<file path="config.mk">
export PLATFORM = sky130hd
export DESIGN_NAME = nand_cmd_seq
export DESIGN_NICKNAME = d
export VERILOG_FILES = /design/src/rtl/nand_seq_pkg.sv /design/src/rtl/nand_seq_plan.sv /design/src/rtl/nand_we_strobe.sv /design/src/rtl/nand_delay_tmr.sv /design/src/rtl/nand_cmd_seq.sv
export SDC_FILE = /design/constraint.sdc
export NUM_CORES = 1
export LEC_CHECK = 0
export BUFFER_PORTS_ARGS = -buffer_cell sky130_fd_sc_hd__buf_4
export CORE_MARGIN = 2
export CORE_UTILIZATION = 45
export DETAILED_ROUTE_END_ITERATION = 12
export GPL_ROUTABILITY_DRIVEN = 0
export PLACE_DENSITY = 0.76
export SETUP_SLACK_MARGIN = 0.15
export SLEW_MARGIN = 30
export SYNTH_ARGS = -nofsm -noshare
export SYNTH_HDL_FRONTEND = slang
export SYNTH_HIERARCHICAL = 1
export SYNTH_SLANG_ARGS = --single-unit
</file>
<file path="constraint.sdc">
create_clock -name clk -period 2 [get_ports clk]
set_input_delay 0.1 -clock clk [delete_from_list [all_inputs] [get_ports clk]]
set_output_delay 0.1 -clock clk [all_outputs]
set_load 0.02 [all_outputs]
</file>
<file path="src/rtl/nand_seq_pkg.sv">
package nand_seq_pkg;

  localparam logic [7:0] OP_READ0       = 8'h00;
  localparam logic [7:0] OP_READ1       = 8'h01;
  localparam logic [7:0] OP_READOOB     = 8'h50;
  localparam logic [7:0] OP_PROG_SETUP  = 8'h80;
  localparam logic [7:0] OP_PROG        = 8'h10;
  localparam logic [7:0] OP_ERASE_SETUP = 8'h60;
  localparam logic [7:0] OP_ERASE_GO    = 8'hD0;
  localparam logic [7:0] OP_STATUS      = 8'h70;

  localparam int SLOTS = 6;

  typedef enum logic [1:0] {
    WAIT_NONE,
    WAIT_BOUNDED,
    WAIT_FOREVER
  } wait_mode_e;

  typedef struct packed {
    logic [SLOTS-1:0][7:0] bytes;
    logic [SLOTS-1:0]      is_addr;
    logic [2:0]            count;
    logic [2:0]            hold_idx;
    logic                  hold_en;
    logic                  has_addr;
    wait_mode_e            mode;
  } seq_plan_t;

  function automatic logic op_is_read(input logic [7:0] op);
    return (op == OP_READ0) || (op == OP_READ1) || (op == OP_READOOB);
  endfunction

  function automatic logic op_no_wait(input logic [7:0] op);
    return (op == OP_PROG) || (op == OP_ERASE_SETUP) || (op == OP_ERASE_GO) ||
           (op == OP_PROG_SETUP) || (op == OP_STATUS);
  endfunction

  // opcodes whose column stays in byte units on a 16-bit bus
  function automatic logic op_byte_addr(input logic [7:0] op);
    return (op == 8'h90) || (op == 8'hEC) || (op == 8'hEE) || (op == 8'hEF);
  endfunction

  // pointer opcode issued ahead of program setup
  function automatic logic [7:0] ptr_select(input logic [31:0] col, input logic col_vld,
                                            input logic [31:0] page_bytes);
    if (!col_vld)                return OP_READ0;
    else if (col >= page_bytes)  return OP_READOOB;
    else if (col >= 32'd256)     return OP_READ1;
    else                         return OP_READ0;
  endfunction

  // final column byte after pointer rebasing and bus-width scaling
  function automatic logic [7:0] col_byte(input logic [31:0] col, input logic [7:0] op,
                                          input logic bus16, input logic [31:0] page_bytes);
    logic [31:0] c;
    c = col;
    if (op == OP_PROG_SETUP) begin
      if (col >= page_bytes)   c = col - page_bytes;
      else if (col >= 32'd256) c = col - 32'd256;
    end
    if (bus16 && !op_byte_addr(op)) c = c >> 1;
    return c[7:0];
  endfunction

endpackage

</file>
<file path="src/rtl/nand_seq_plan.sv">
module nand_seq_plan
  import nand_seq_pkg::*;
#(
  parameter int COL_W      = 12,
  parameter int PAGE_W     = 20,
  parameter int PAGE_BYTES = 512
) (
  input  logic [7:0]        opcode,
  input  logic [COL_W-1:0]  col,
  input  logic              col_vld,
  input  logic [PAGE_W-1:0] page,
  input  logic              page_vld,
  input  logic              bus16,
  input  logic              row3,
  output seq_plan_t         plan
);

  localparam logic [31:0] PB = 32'(PAGE_BYTES);

  logic [31:0] col_w;
  logic [19:0] row_w;

  assign col_w = 32'(col);
  assign row_w = 20'(page);

  always_comb begin
    logic [2:0] n;
    plan = '0;
    n    = '0;
    if (opcode == OP_PROG_SETUP) begin
      plan.bytes[n] = ptr_select(col_w, col_vld, PB);
      n = n + 3'd1;
    end
    plan.bytes[n] = opcode;
    n = n + 3'd1;
    if (col_vld) begin
      plan.bytes[n]   = col_byte(col_w, opcode, bus16, PB);
      plan.is_addr[n] = 1'b1;
      n = n + 3'd1;
    end
    if (page_vld) begin
      plan.bytes[n]   = row_w[7:0];
      plan.is_addr[n] = 1'b1;
      n = n + 3'd1;
      if (op_is_read(opcode)) begin
        plan.hold_en  = 1'b1;
        plan.hold_idx = n;
      end
      plan.bytes[n]   = row_w[15:8];
      plan.is_addr[n] = 1'b1;
      n = n + 3'd1;
      if (row3) begin
        plan.bytes[n]   = {4'h0, row_w[19:16]};
        plan.is_addr[n] = 1'b1;
        n = n + 3'd1;
      end
    end
    plan.count    = n;
    plan.has_addr = col_vld | page_vld;
    if (op_no_wait(opcode))                  plan.mode = WAIT_NONE;
    else if (op_is_read(opcode) && page_vld) plan.mode = WAIT_BOUNDED;
    else                                     plan.mode = WAIT_FOREVER;
  end

endmodule

</file>
<file path="src/rtl/nand_we_strobe.sv">
module nand_we_strobe #(
  parameter int STB_CYC = 2
) (
  input  logic clk,
  input  logic rst_n,
  input  logic start,
  output logic we_n,
  output logic slot_end,
  output logic active
);

  localparam int SLOT = 2 * STB_CYC;
  localparam int CW   = (SLOT > 2) ? $clog2(SLOT) : 1;

  logic [CW-1:0] cnt;

  always_ff @(posedge clk or negedge rst_n) begin
    if (!rst_n) begin
      active <= 1'b0;
      cnt    <= '0;
    end else if (start) begin
      active <= 1'b1;
      cnt    <= '0;
    end else if (active) begin
      if (cnt == CW'(SLOT - 1)) active <= 1'b0;
      else                      cnt    <= cnt + 1'b1;
    end
  end

  assign we_n     = !(active && (cnt < CW'(STB_CYC)));
  assign slot_end = active && (cnt == CW'(SLOT - 1));

endmodule

</file>
<file path="src/rtl/nand_delay_tmr.sv">
module nand_delay_tmr #(
  parameter int W = 8
) (
  input  logic         clk,
  input  logic         rst_n,
  input  logic         load,
  input  logic [W-1:0] val,
  output logic         zero
);

  logic [W-1:0] cnt;

  always_ff @(posedge clk or negedge rst_n) begin
    if (!rst_n)           cnt <= '0;
    else if (load)        cnt <= val;
    else if (cnt != '0)   cnt <= cnt - 1'b1;
  end

  assign zero = (cnt == '0);

endmodule

</file>
<file path="src/rtl/nand_cmd_seq.sv">
module nand_cmd_seq
  import nand_seq_pkg::*;
#(
  parameter int COL_W      = 12,
  parameter int PAGE_W     = 20,
  parameter int PAGE_BYTES = 512,
  parameter int CLK_MHZ    = 50,
  parameter int TWB_NS     = 100,
  parameter int POLL_MAX   = 30,
  parameter int STB_CYC    = 2
) (
  input  logic              clk,
  input  logic              rst_n,
  input  logic              req_valid,
  output logic              req_ready,
  input  logic [7:0]        req_opcode,
  input  logic [COL_W-1:0]  req_col,
  input  logic              req_col_vld,
  input  logic [PAGE_W-1:0] req_page,
  input  logic              req_page_vld,
  input  logic              cfg_bus16,
  input  logic              cfg_row3,
  input  logic              nand_rdy,
  output logic              nand_cle,
  output logic              nand_ale,
  output logic              nand_ce_n,
  output logic              nand_we_n,
  output logic [15:0]       nand_dq_out,
  output logic              nand_dq_oe,
  output logic              done,
  output logic              timeout
);

  localparam int US_CYC  = CLK_MHZ;
  localparam int TWB_RAW = (TWB_NS * CLK_MHZ + 999) / 1000;
  localparam int TWB_CYC = (TWB_RAW < 1) ? 1 : TWB_RAW;
  localparam int TMR_W   = $clog2(US_CYC + TWB_CYC + 1);
  localparam int POLL_W  = $clog2(POLL_MAX + 1);

  typedef enum logic [2:0] {
    S_IDLE, S_XFER, S_SETTLE, S_TWB, S_POLL, S_WAIT, S_FIN
  } state_e;

  state_e             state, state_d;
  seq_plan_t          plan_d, plan_q;
  logic [2:0]         idx;
  logic [POLL_W-1:0]  polls;
  logic               ce_hold;
  logic               timeout_q;

  // named internal events
  logic               accept;
  logic               slot_end;
  logic               stb_active;
  logic               xfer_last;
  logic               next_slot;
  logic               stb_start;
  logic               tmr_load;
  logic [TMR_W-1:0]   tmr_val;
  logic               tmr_zero;
  logic               fin_timeout;
  logic               going_fin;
  logic               hold_start;

  nand_seq_plan #(
    .COL_W(COL_W), .PAGE_W(PAGE_W), .PAGE_BYTES(PAGE_BYTES)
  ) u_plan (
    .opcode(req_opcode), .col(req_col), .col_vld(req_col_vld),
    .page(req_page), .page_vld(req_page_vld),
    .bus16(cfg_bus16), .row3(cfg_row3), .plan(plan_d)
  );

  nand_we_strobe #(.STB_CYC(STB_CYC)) u_stb (
    .clk(clk), .rst_n(rst_n), .start(stb_start),
    .we_n(nand_we_n), .slot_end(slot_end), .active(stb_active)
  );

  nand_delay_tmr #(.W(TMR_W)) u_tmr (
    .clk(clk), .rst_n(rst_n), .load(tmr_load), .val(tmr_val), .zero(tmr_zero)
  );

  assign req_ready  = (state == S_IDLE);
  assign accept     = req_valid && req_ready;
  assign xfer_last  = (state == S_XFER) && slot_end && (idx == plan_q.count - 3'd1);
  assign next_slot  = (state == S_XFER) && slot_end && !xfer_last;
  assign stb_start  = accept || next_slot;
  assign hold_start = next_slot && plan_q.hold_en && ((idx + 3'd1) == plan_q.hold_idx);
  assign going_fin  = (state != S_FIN) && (state_d == S_FIN);

  always_comb begin
    state_d     = state;
    tmr_load    = 1'b0;
    tmr_val     = '0;
    fin_timeout = 1'b0;
    unique case (state)
      S_IDLE: if (accept) state_d = S_XFER;
      S_XFER: begin
        if (xfer_last) begin
          if (plan_q.has_addr) begin
            state_d  = S_SETTLE;
            tmr_load = 1'b1;
            tmr_val  = TMR_W'(US_CYC - 1);
          end else if (plan_q.mode == WAIT_NONE) begin
            state_d = S_FIN;
          end else begin
            state_d  = S_TWB;
            tmr_load = 1'b1;
            tmr_val  = TMR_W'(TWB_CYC - 1);
          end
        end
      end
      S_SETTLE: begin
        if (tmr_zero) begin
          if (plan_q.mode == WAIT_NONE) begin
            state_d = S_FIN;
          end else begin
            state_d  = S_TWB;
            tmr_load = 1'b1;
            tmr_val  = TMR_W'(TWB_CYC - 1);
          end
        end
      end
      S_TWB: begin
        if (tmr_zero) begin
          if (plan_q.mode == WAIT_BOUNDED) begin
            state_d  = S_POLL;
            tmr_load = 1'b1;
            tmr_val  = '0;
          end else begin
            state_d = S_WAIT;
          end
        end
      end
      S_POLL: begin
        if (tmr_zero) begin
          if (nand_rdy) begin
            state_d = S_FIN;
          end else if (polls == POLL_W'(POLL_MAX)) begin
            state_d     = S_FIN;
            fin_timeout = 1'b1;
          end else begin
            tmr_load = 1'b1;
            tmr_val  = TMR_W'(US_CYC - 1);
          end
        end
      end
      S_WAIT: if (nand_rdy) state_d = S_FIN;
      S_FIN:  state_d = S_IDLE;
      default: state_d = S_IDLE;
    endcase
  end

  always_ff @(posedge clk or negedge rst_n) begin
    if (!rst_n) begin
      state     <= S_IDLE;
      plan_q    <= '0;
      idx       <= '0;
      polls     <= '0;
      ce_hold   <= 1'b0;
      timeout_q <= 1'b0;
    end else begin
      state <= state_d;
      if (accept) begin
        plan_q    <= plan_d;
        idx       <= '0;
        polls     <= '0;
        timeout_q <= 1'b0;
      end
      if (next_slot) idx <= idx + 3'd1;
      if (state == S_POLL && tmr_zero && !nand_rdy && polls != POLL_W'(POLL_MAX))
        polls <= polls + 1'b1;
      if (going_fin)       ce_hold <= 1'b0;
      else if (hold_start) ce_hold <= 1'b1;
      if (going_fin && fin_timeout) timeout_q <= 1'b1;
    end
  end

  assign nand_cle    = (state == S_XFER) && !plan_q.is_addr[idx];
  assign nand_ale    = (state == S_XFER) &&  plan_q.is_addr[idx];
  assign nand_ce_n   = !(stb_active || ce_hold);
  assign nand_dq_oe  = (state == S_XFER);
  assign nand_dq_out = (state == S_XFER) ? {8'h00, plan_q.bytes[idx]} : 16'h0000;
  assign done        = (state == S_FIN);
  assign timeout     = timeout_q;

endmodule

</file>
==> out/results.tsv, run 1 <==
stage	metric	value	unit
critical_path	worst-path-max-fanout	8	
global_route	grt_pass1_vias	5453	
job	maxCapViolCount	0	
sta	finClkSkew	8.50	ps
global_route	grt_max_degree	68	
finish	layout.nets	907	
yosys	synth-edff-count	0	
yosys	avgSynthCellArea	7.95	um^2
detailed_routing	wirelength	17.2	mm
power	peakVddDrop	0.405	mV
yosys	synth_seq_cells	86	
detailed_routing	drtIter0Drc	567	
critical_path	end_kind	output port	
power	p_sw	0.00321	W
min_path	hold_depth	4	
finish	layout_commonest_cell	nand2_1	
die	die_x	118	um
die	num_rows	41	
clock_tree	clock-sinks	86	
sta	setup_viol_count_final	0	
power	p_clk_share	20.5	%
power	p_per_area	1100	nW/um^2
sta	worst_pin_slew	594	ps
yosys	syn_inst	742	
detailed_routing	wl_met2	8.57	mm
min_path	min_from	req_page[15]	
die	die_h	118	um
sta	finalCritPeriodShare	99.2	%
finish	postLayoutCellArea	7610	um^2
power	intPower	0.00515	W
finish	drive_above_1_share	28.9	%
min_path	hp-class	primary input to flip-flop	
critical_path	rr_endpoint	u_tmr/cnt[1]	
power	p_leak	3.71	nW
detailed_routing	wl_met1	7.28	mm
finish	final_cell_mix	nand2_1, buf_4, dfrtp_1	
min_path	hold_path_end	plan_q[63]	
detailed_routing	post_drt_wl_per_cell	16.8	um
clock_tree	clkLatencyLatePin	350	ps
yosys	syn_area	5900	um^2
sta	period_minus_slack	1980	ps
detailed_routing	drt-pass1-iter-count	5	
clock_tree	clk_pin_slew	60	ps
yosys	synth_warnings	6	
sta	maxSlewHeadroom	60.4	%
critical_path	ff2ff_path_depth	8	
detailed_routing	viasPerCell	5.56	
clock_tree	clk_root_buffer_cell	clkbuf_16	
sta	fin_tns_setup	0	ps
critical_path	rrSetupSlack	120	ps
power	p_sw_share	38.4	%
finish	nFillCells	1165	
finish	area_growth_syn_to_layout	29.1	%
critical_path	rr_startpoint	u_stb/cnt[0]	
placement	placed_area	6860	um^2
placement	dpl.cell_count	985	
clock_tree	cts_inserted_buffers	9	
yosys	async_flop_share	100	%
detailed_routing	highest_layer	met4	
global_route	overflow	0	
power	combPwrFrac	46.6	%
die	ios	72	
die	core	12700	um^2
sta	timing.fmax	504	MHz
finish	diodes	0	
global_route	antenna_found_initial	0	
sta	fin_hold_ws	100	ps
detailed_routing	drc	0	
clock_tree	cts_tree	done	
detailed_routing	route.met3.wl	1.08	mm
critical_path	arrival	1880	ps
power	seq_power_share	32.9	%
detailed_routing	antenna_left	0	
critical_path	start_kind	flip-flop	
global_route	grtUsageTotal	24.7	%
die	die_area	14000	um^2
clock_tree	cts_htree_levels	3	
placement	port_buffers	63	
clock_tree	clockBufferDepth	2	
die	start_util	46.4	%
yosys	synth_cell_types	71	
critical_path	crit_type	flip-flop to output port	
yosys	synth-seq-area-share	36.5	%
placement	dp_hpwl	12.1	mm
global_route	grt_pass1_wl	27.7	mm
sta	maxSlewViolCount	0	
yosys	synth-main-ff-cell	dfrtp_1	
finish	fin_cells	1024	
critical_path	cp.required	1900	ps
status	outcome	finished, final reports clean	
detailed_routing	vias	5693	
finish	utilization	59.9	%
sta	rsz0062_at_grt	yes	
sta	hold_viol	0	
-- metrics by stage --
| step | total power (W) | setup slack (ps) |
|---|---|---|
| 2_1_floorplan | 0.00493 | 111 |
| 3_3_place_gp | 0.00592 | -4.01 |
| 3_5_place_dp | 0.00601 | -81.4 |
| 4_1_cts | 0.00805 | 15.5 |
| 5_1_grt | 0.00890 | -64.4 |
| 6_report | 0.00836 | 16.6 |
-- cell usage after synthesis (all sizes together) (2+ instances only) --
library cell / count / area [um^2]
o2111a: 2 / 22.5
nor4: 4 / 46.3
o21ai: 46 / 230
and3: 5 / 31.3
nand3: 24 / 120
dfrtp: 86 / 2150
and2: 14 / 93.9
nor2: 48 / 183
xnor2: 6 / 52.6
nand4bb: 2 / 27.5
mux2i: 11 / 110
o2bb2ai: 2 / 17.5
a21oi: 17 / 96.4
o22ai: 10 / 62.6
o31ai: 9 / 77.6
buf: 24 / 153
nor3: 8 / 45.0
nand4b: 2 / 32.5
nand2b: 7 / 43.8
ha: 12 / 150
nor4b: 2 / 30.0
xor2: 6 / 52.6
nand4: 3 / 18.8
nor3b: 2 / 15.0
inv: 24 / 90.1
a22oi: 19 / 143
a21o: 5 / 37.5
a31o: 2 / 17.5
a21boi: 7 / 52.6
mux4: 9 / 203
or3: 2 / 12.5
nand2: 245 / 920
clkbuf: 28 / 105
a221oi: 3 / 32.5
mux2: 13 / 150
nor2b: 8 / 57.6
a31oi: 8 / 50.1
or2: 2 / 12.5
-- per-layer routing --
metal	up-vias	global-route usage, %
li1	2713	-
met1	2747	32.5
met2	215	41.7
met3	18	5.02
met4	0	6.10
met5	-	0
-- power by group through the flow --
stage	clock network (W)	logic (W)	registers [W]
6_report	0.00171	0.00390	0.00275
5_1_grt	0.00181	0.00427	0.00282
4_1_cts	0.00174	0.00358	0.00273
3_5_place_dp	0	0.00327	0.00273
3_3_place_gp	0	0.00321	0.00272
2_1_floorplan	0	0.00235	0.00258
-- final cells by class --
| class | instances | area (um^2) | area share [%] |
|---|---|---|---|
| Sequential cell | 86 | 2160 | 28.3 |
| Clock buffer | 11 | 243 | 3.19 |
| Tap cell | 172 | 215 | 2.83 |
| Multi-Input combinational cell | 590 | 3690 | 48.5 |
| Inverter | 24 | 90.1 | 1.18 |
| Timing Repair Buffer | 136 | 1160 | 15.2 |
| Clock inverter | 5 | 56.3 | 0.739 |
-- critical path, stage by stage (launching register included) --
cell and delay [ps]:
dfrtp_2 410, buf_12 160, mux4_2 520, a22oi_2 220
nor2_2 80, buf_6 130
-- flip-flops by register name (all words and copies together), names as in the netlist --
name          flops
state             3
ce_hold           1
u_tmr/cnt         6
u_stb/active      1
u_stb/cnt         2
timeout           1
polls             5
idx               3
plan_q           64
-- how the worst max path moves through the flow --
stage                        startpoint              to  slack [ps]  cells after the start
after global routing             idx[0]  nand_dq_out[7]         -60                      6
after detailed placement  req_opcode[3]      plan_q[34]         -80                     11
after floorplan            u_tmr/cnt[2]    u_tmr/cnt[0]         110                      9
after global placement    req_opcode[3]      plan_q[33]          -4                     11
after CTS                        idx[0]  nand_dq_out[7]          20                      6
final                            idx[0]  nand_dq_out[3]          20                      5
-- timing repair --
item                       in CTS  in global routing
buffers inserted               10                 10
hold buffers                    1                  0
hold endpoints to repair       42                  0
setup endpoints to repair      17                 24
gates cloned                    1                  1
gates resized for setup        26                 33
pin swaps                      16                 14
-- logic make-up (layout without fill, tap and decap cells) --
kind of cell               Yosys count  in the layout  share of synthesized area (%)
and+or+nand+nor                    382            383                           29.3
other                                1             10                         0.0636
DFF                                 86             86                           36.5
xor gates and xnor gates            13             13                           2.19
buffers and inverters               76            176                           5.90
AOI/OAI and AO/OA                  139            139                           15.7
adders and majority gates           12             12                           2.55
muxes                               33             33                           7.85
Power figures use the tool's default switching activity.
==> run 2, diff against run 1 <==
--- a/config.mk
+++ b/config.mk
@@ -7,10 +7,10 @@
 export LEC_CHECK = 0
 export BUFFER_PORTS_ARGS = -buffer_cell sky130_fd_sc_hd__buf_4
 export CORE_MARGIN = 2
-export CORE_UTILIZATION = 45
+export CORE_UTILIZATION = 54
 export DETAILED_ROUTE_END_ITERATION = 12
 export GPL_ROUTABILITY_DRIVEN = 0
-export PLACE_DENSITY = 0.76
+export PLACE_DENSITY = 0.87
 export SETUP_SLACK_MARGIN = 0.15
 export SLEW_MARGIN = 30
 export SYNTH_ARGS = -nofsm -noshare
==> run 2 against run 1 <==
Net effect: the flow now finishes with violations (negative setup slack); sequential share of layout area up 0.58 points; count of clock-buffer cells in the layout down 1; clock skew up 4.5 ps; sequential power about the same; setup slack worse by 66 ps; final cell count down 3.2%; total power down 3.7%; final area down 2.1%; die area down 16%; hold slack better by 0.93 ps; critical path depth up 3; core utilization up 9.5 points; largest cell class unchanged; highest routed layer unchanged.
==> out/results.tsv, run 2 (same netlist as run 1, synthesis figures left out) <==
stage	metric	value	unit	change
finish	layout.nets	907		unchanged
die	ios	72		unchanged
finish	nFillCells	853		-27%
finish	top_register	plan_q		
placement	place_ws	-28.6	ps	+52.8 ps
critical_path	crit_type	flip-flop to flip-flop		
clock_tree	cts_htree_levels	3		unchanged
sta	setup_viol_count_final	10		+10
finish	drive_above_1_share	28.6	%	-0.32 points
finish	postLayoutCellArea	7460	um^2	-2.1%
global_route	antenna_found_initial	0		unchanged
global_route	grtUsageTotal	29.8	%	+5.1 points
finish	multi_input_area	3710	um^2	+0.34%
die	die_area	11800	um^2	-16%
critical_path	worst-path-max-fanout	3		-5
min_path	hp-class	primary input to flip-flop		
critical_path	cp.required	2280	ps	+380 ps
global_route	grt_pass1_wl	27.3	mm	-1.6%
clock_tree	clkLatencyLatePin	370	ps	+20 ps
power	p_per_area	1080	nW/um^2	-1.7%
sta	setup_ws	-49.4	ps	-66.0 ps
detailed_routing	post_drt_wl_per_cell	18.1	um	+7.9%
clock_tree	cts_tree	done		
clock_tree	clk_root_buffer_cell	clkbuf_8		
placement	placed_area	6830	um^2	-0.44%
sta	timing.fmax	488	MHz	-3.2%
power	peakVddDrop	0.794	mV	+96%
die	die_h	109	um	-8.4%
global_route	grt_max_degree	68		unchanged
finish	diodes	0		unchanged
finish	layout_commonest_cell	nand2_1		
sta	finClkSkew	13.0	ps	+4.53 ps
min_path	min_from	req_page[14]		
clock_tree	cts_inserted_buffers	9		unchanged
sta	maxSlewViolCount	0		unchanged
detailed_routing	wirelength	17.9	mm	+4.5%
detailed_routing	drt-pass1-iter-count	5		unchanged
critical_path	slowest_stage	dfrtp_1		
finish	register_area	2160	um^2	about the same
power	seq_power_share	34.3	%	+1.4 points
critical_path	crit_start	plan_q[7]		
critical_path	slowest_delay	380	ps	-140 ps
finish	top_regs	plan_q (64), u_tmr/cnt (6), polls (5)		
detailed_routing	viasPerCell	6.01		+8.1%
die	num_rows	38		-7.3%
sta	fin_hold_ws	101	ps	+0.926 ps
critical_path	start_kind	flip-flop		
detailed_routing	vias	5954		+4.6%
finish	area_growth_syn_to_layout	26.5	%	
power	combPwrFrac	48.7	%	+2.1 points
sta	rsz0062_at_grt	yes		
sta	finalCritPeriodShare	102	%	+3.3 points
detailed_routing	drc	0		unchanged
sta	period_minus_slack	2050	ps	+66.0 ps
placement	port_buffers	63		unchanged
power	intPower	0.00477	W	-7.4%
finish	largest_reg_flops	64		unchanged
power	p_sw	0.00328	W	+2.2%
clock_tree	clock-sinks	86		unchanged
clock_tree	clk_pin_slew	100	ps	+40 ps
status	outcome	finished, violations left		
critical_path	rr_startpoint	plan_q[7]		
die	start_util	54.9	%	+8.5 points
job	maxCapViolCount	0		unchanged
die	core	10700	um^2	-16%
clock_tree	clockBufferDepth	2		unchanged
global_route	grt_pass1_vias	5496		+0.79%
placement	dp_hpwl	11.5	mm	-4.5%
sta	hold_viol	0		unchanged
power	p_sw_share	40.8	%	+2.3 points
die	die_x	109	um	-8.4%
critical_path	cp_cell_sequence	inv_1 -> ha_4 -> xor2_2 -> nand4_1 -> buf_4 -> o21ai_4 -> inv_2 -> a221oi_2		
detailed_routing	drtIter0Drc	654		+15%
detailed_routing	antenna_left	0		unchanged
power	p_clk_share	17.0	%	-3.5 points
global_route	overflow	0		unchanged
power	p_leak	3.63	nW	-2.3%
critical_path	arrival	2330	ps	+450 ps
finish	final_cell_mix	nand2_1, buf_4, dfrtp_1		
status	violations	negative setup slack		
critical_path	end_kind	flip-flop		
-- run 2: layout make-up --
| type | instances | share of cell area, % |
|---|---|---|
| clock buffers | 10 | 1.71 |
| clock inverters | 5 | 1.14 |
| inverters | 24 | 1.21 |
| multi-input cells | 590 | 49.7 |
| flip-flops and latches | 86 | 28.9 |
| well taps | 140 | 2.35 |
| repair buffers | 136 | 15.0 |
-- run 2: per-layer routing --
layer	share of wire [%]	track usage [%]	wire length, um
met2	50	50.1	8880
met5	0	0	0
met4	2.5	8.88	449
met1	40	38.7	7110
met3	8.3	6.09	1480
-- run 2: path summary, 6_finish.rpt --
check | end | slack [ps] | cells after the start
worst max-delay path | u_tmr/cnt[0] | -50 | 8
worst min-delay path | plan_q[62] | 100 | 4
worst max register to register | u_tmr/cnt[0] | -50 | 8
worst min register to register | plan_q[50] | 480 | 2
max in group asynchronous | plan_q[38] | 1130 | 3
min in group asynchronous | u_stb/active | 200 | 2
-- run 2: power by group through the flow --
stage	Clock (W)	Combinational [W]	Sequential, W
after floorplan	0	0.00235	0.00258
after global placement	0	0.00317	0.00269
after detailed placement	0	0.00326	0.00272
after CTS	0.00139	0.00363	0.00269
after global routing	0.00145	0.00423	0.00281
final	0.00137	0.00392	0.00276
-- run 2: through the flow --
step | util [%] | power (W) | setup TNS, ps | instances
finish | 69.4 | 0.00805 | -297 | 991
global route | 69.4 | 0.00848 | -1090 | 991
CTS | 67.5 | 0.00771 | -269 | 980
detailed placement | 63.6 | 0.00598 | -100 | 956
global placement | 63.6 | 0.00586 | -2.34 | 956
floorplan | - | 0.00493 | 0 | 751
-- run 2: what timing repair did --
action / in CTS / in global routing
cloned: 1 / 2
pin swaps: 5 / 5
gates resized for setup: 27 / 22
setup buffers: 7 / 9
hold buffers: 1 / 0
endpoints found under the hold margin: 28 / 0
endpoints found under the setup margin: 18 / 26
-- run 2: worst max-delay path, delay by kind of cell, from the launching register on --
| kind | cells | cell delay [ps] |
|---|---|---|
| AO/OA/AOI/OAI | 2 | 470 |
| buffers and inverters | 3 | 390 |
| flip-flops | 1 | 380 |
| adder cells (fa/ha/maj) | 1 | 280 |
| AND/OR/NAND/NOR | 1 | 260 |
| XOR/XNOR | 1 | 190 |
